--- config.mk ---
export PLATFORM = sky130hd
export DESIGN_NAME = bus_decode_fabric
export DESIGN_NICKNAME = d
export VERILOG_FILES = /design/src/rtl/bus_decode_fabric.sv
export SDC_FILE = /design/constraint.sdc
export NUM_CORES = 1
export LEC_CHECK = 0
export BUFFER_PORTS_ARGS = -buffer_cell sky130_fd_sc_hd__buf_2
export CORE_AREA = 2 2 158 160
export CTS_CLUSTER_SIZE = 40
export DETAILED_ROUTE_END_ITERATION = 7
export DIE_AREA = 0 0 160 162
export GPL_ROUTABILITY_DRIVEN = 0
export GPL_TIMING_DRIVEN = 0
export HOLD_SLACK_MARGIN = 0.06
export SKIP_LAST_GASP = 1
export SYNTH_ARGS = -nofsm -noshare
export SYNTH_HDL_FRONTEND = slang
export SYNTH_SLANG_ARGS = --single-unit
--- constraint.sdc ---
create_clock -name clk -period 5.41 [get_ports clk]
set_input_delay 1.082 -clock clk [delete_from_list [all_inputs] [get_ports clk]]
set_output_delay 1.082 -clock clk [all_outputs]
set_load 0.1 [all_outputs]
--- src/rtl/bus_decode_fabric.sv ---
module bus_decode_fabric #(
  parameter int NSLV = 3,
  parameter int AW = 32,
  parameter int DW = 32,
  parameter logic [NSLV*AW-1:0] BASES  = {32'h0000_1000, 32'h0000_0002, 32'h0000_0000},
  parameter logic [NSLV*8-1:0]  WIDTHS = {8'd4, 8'd0, 8'd1}
) (
  input  logic               clk,
  input  logic               rst,
  input  logic [AW-1:0]      m_addr,
  input  logic [DW-1:0]      m_wdata,
  input  logic               m_stb,
  input  logic               m_we,
  output logic [DW-1:0]      m_rdata,
  output logic               m_ack,
  output logic               m_err,
  output logic [NSLV*AW-1:0] s_addr,
  output logic [NSLV*DW-1:0] s_wdata,
  output logic [NSLV-1:0]    s_stb,
  output logic [NSLV-1:0]    s_we,
  input  logic [NSLV*DW-1:0] s_rdata,
  input  logic [NSLV-1:0]    s_ack,
  input  logic [NSLV-1:0]    s_err
);
  localparam int SW = (NSLV > 1) ? $clog2(NSLV) : 1;

  logic [NSLV-1:0] match;
  logic [SW-1:0]   sel;
  logic            hit;
  logic            miss_q;

  for (genvar i = 0; i < NSLV; i++) begin : g_slot
    localparam logic [AW-1:0] MASK = {AW{1'b1}} << WIDTHS[i*8 +: 8];
    assign match[i] = ((m_addr ^ BASES[i*AW +: AW]) & MASK) == '0;
    assign s_addr[i*AW +: AW]  = m_addr;
    assign s_wdata[i*DW +: DW] = m_wdata;
    assign s_we[i]  = m_we;
    assign s_stb[i] = m_stb & hit & (sel == SW'(i));
  end

  always_comb begin
    sel = '0;
    hit = 1'b0;
    for (int i = NSLV - 1; i >= 0; i--) begin
      if (match[i]) begin
        sel = SW'(i);
        hit = 1'b1;
      end
    end
  end

  always_ff @(posedge clk) begin
    if (rst) miss_q <= 1'b0;
    else     miss_q <= m_stb & ~hit;
  end

  assign m_rdata = hit ? s_rdata[int'(sel)*DW +: DW] : '0;
  assign m_ack   = hit & s_ack[sel] & ~miss_q;
  assign m_err   = miss_q | (hit & s_err[sel]);
endmodule

==> impl_metrics.json <==
{
  "io_buffers": 368,
  "worst_ep_arrival_time_ps": 3570,
  "syn-cell-area_mm2": 0.002476,
  "final_common_cell": "buf_2",
  "die_y_um": 162,
  "worstSetupPathType": "input pin to output pin",
  "wl_um": 13210,
  "worst_setup_path_end_kind": "output pin",
  "slew_headroom": 0.4821,
  "grtUsageTotal": 0.08928,
  "antenna_found_initial": 0,
  "seqCellArea_um2": 20.02,
  "period_needed_ps": 4654,
  "tightest_slew_ps": 773.5,
  "synthArstFlopShare": 0,
  "power.switching_mw": 0.6525,
  "io_pins": 402,
  "power.leakage_nw": 2.806,
  "ys_warn_count": 0,
  "clkTransAtPathRegs_ps": 0,
  "routedWlPerCell_um": 12.77,
  "layout.nets": 882,
  "synth.avg_cell_area_um2": 7.240,
  "status": "completed",
  "start_util": 0.1027,
  "swShare": 0.7751,
  "cp_cell_sequence": "buf_2 > nor4_2 > nand4_2 > clkbuf_1 > clkbuf_1 > nor2_1 > buf_2",
  "multi_input_area_um2": 854.6,
  "rsz0062_at_grt": "false",
  "cts_hold_buf": 0,
  "drt_iter0_markers": 78,
  "die-area_mm2": 0.02592,
  "synth_edf_count": 0,
  "final.setup.tns_ps": 0,
  "viasPerCell": 3.303,
  "slew_viol_final": 0,
  "synth-seq-cells": 1,
  "drive_gt1_frac": 0.8183,
  "ir_drop_uv": 65.71,
  "combPwrFrac": 0.990,
  "area_delta_synth_final_pct": 90.75,
  "cts_resized": 0,
  "largest_register_ffs": 1,
  "drv_cap": 0,
  "crit_slowest_cell": "buf_2",
  "grt_max_degree": 11,
  "fin_crit_sh": 0.8604,
  "synth_flop_cell": "dfxtp_1",
  "largest_register": "miss_q",
  "core.rowCount": 57,
  "path_max_fanout": 10,
  "grt_overflow": 0,
  "synthCells": 342,
  "reg.largest.list": "miss_q x1",
  "vias": 3415,
  "clkPwrFrac": 0,
  "synth_nets": 512,
  "seq_area_frac_synth": 0.008085,
  "p_per_area_mw_per_mm2": 178.2,
  "core_area_mm2": 0.02411,
  "final_cell_mix": "373 x buf_2, 196 x buf_4, 23 x nor2_1",
  "slowest_delay_ps": 470,
  "setup_viol": 0,
  "startpoint_type": "input pin",
  "dr.pass1.iters": 4,
  "drc": 0,
  "hpwl_um": 11920,
  "nFillCells": 2799,
  "hold_viol_final": 0,
  "grt_pass1_vias": 3184,
  "antenna_cells": 0,
  "postCtsSetupBuffers": 0,
  "drtAntennaViolNets": 0,
  "die_x_um": 160,
  "finalPower_mw": 0.8419,
  "grt_pass1_wl_um": 18150,
  "min_path_type": "input pin to flip-flop",
  "yosysUniqueCellTypes": 29,
  "p_int_mw": 0.1894,
  "crit_required_ps": 4330,
  "power_frac_seq": 0.010,
  "max_freq_mhz": 214.8
}
## critical path, delay by kind of cell
kind | cells | cell delay, ps
buf+inv | 4 | 1400
simple gates | 3 | 1070
## routing by layer
| metal | up-vias | part of all wire | wire length [um] | global-route usage |
|---|---|---|---|---|
| met5 | - | 0 | 0 | 0 |
| met1 | 1473 | 0.37 | 4899 | 0.09738 |
| met2 | 218 | 0.54 | 7122 | 0.1854 |
| li1 | 1716 | - | - | - |
| met3 | 8 | 0.078 | 1035 | 0.01328 |
| met4 | 0 | 0.011 | 148 | 0.009009 |
## Yosys cell counts (2+ instances only)
master,number,area share
buf_4,196,0.59
and2_1,2,0.0051
inv_1,14,0.021
a211oi_1,2,0.0061
a22oi_1,22,0.067
nor2_1,23,0.035
nor3_1,13,0.026
buf_6,2,0.0091
nor4_2,5,0.025
buf_2,5,0.010
a221o_1,11,0.044
clkbuf_1,8,0.012
a22o_1,22,0.078
and4_1,2,0.0071
## cells by family (layout without fill, tap and decap cells)
group / Yosys count / after routing / share of synthesized area
buffers and inverters: 225 / 593 / 0.6468
AOI/OAI and AO/OA: 62 / 62 / 0.2137
and+or+nand+nor: 54 / 54 / 0.1314
DFF: 1 / 1 / 0.008085
## power groups by stage
stage	clock network (mW)	registers, mW	logic [mW]
finish	0	0.00821	0.834
CTS	0	0.00820	0.837
detailed placement	0	0.00820	0.836
floorplan	0	0.00805	0.702
global placement	0	0.00818	0.834
global route	0	0.00821	0.856
## worst paths after layout
check | from | to | depth (start not counted)
worst min-delay path | rst | miss_q$_SDFF_PP0_ | 2
worst max-delay path | m_addr[4] | m_rdata[1] | 7
## final cells by class
class | count | area share
tap | 324 | 0.08583
inverter | 14 | 0.01113
buffer | 211 | 0.3279
timing repair buffer | 368 | 0.3899
sequential | 1 | 0.004238
multi-input combinational | 116 | 0.1809
## stage by stage
stage | utilization | instance area, um^2 | instances | hold slack, ps | worst slack [ps]
3_5_place_dp | 0.1959 | 4723 | 1034 | 1251 | 654.0
2_1_floorplan | - | 2476 | 342 | 1155 | 417.3
5_1_grt | 0.1959 | 4723 | 1034 | 1266 | 511.4
6_report | 0.1959 | 4723 | 1034 | 1252 | 755.5
3_3_place_gp | 0.1959 | 4723 | 1034 | 1245 | 640.0
4_1_cts | 0.1959 | 4723 | 1034 | 1253 | 646.8
Power figures use the tool's default switching activity.
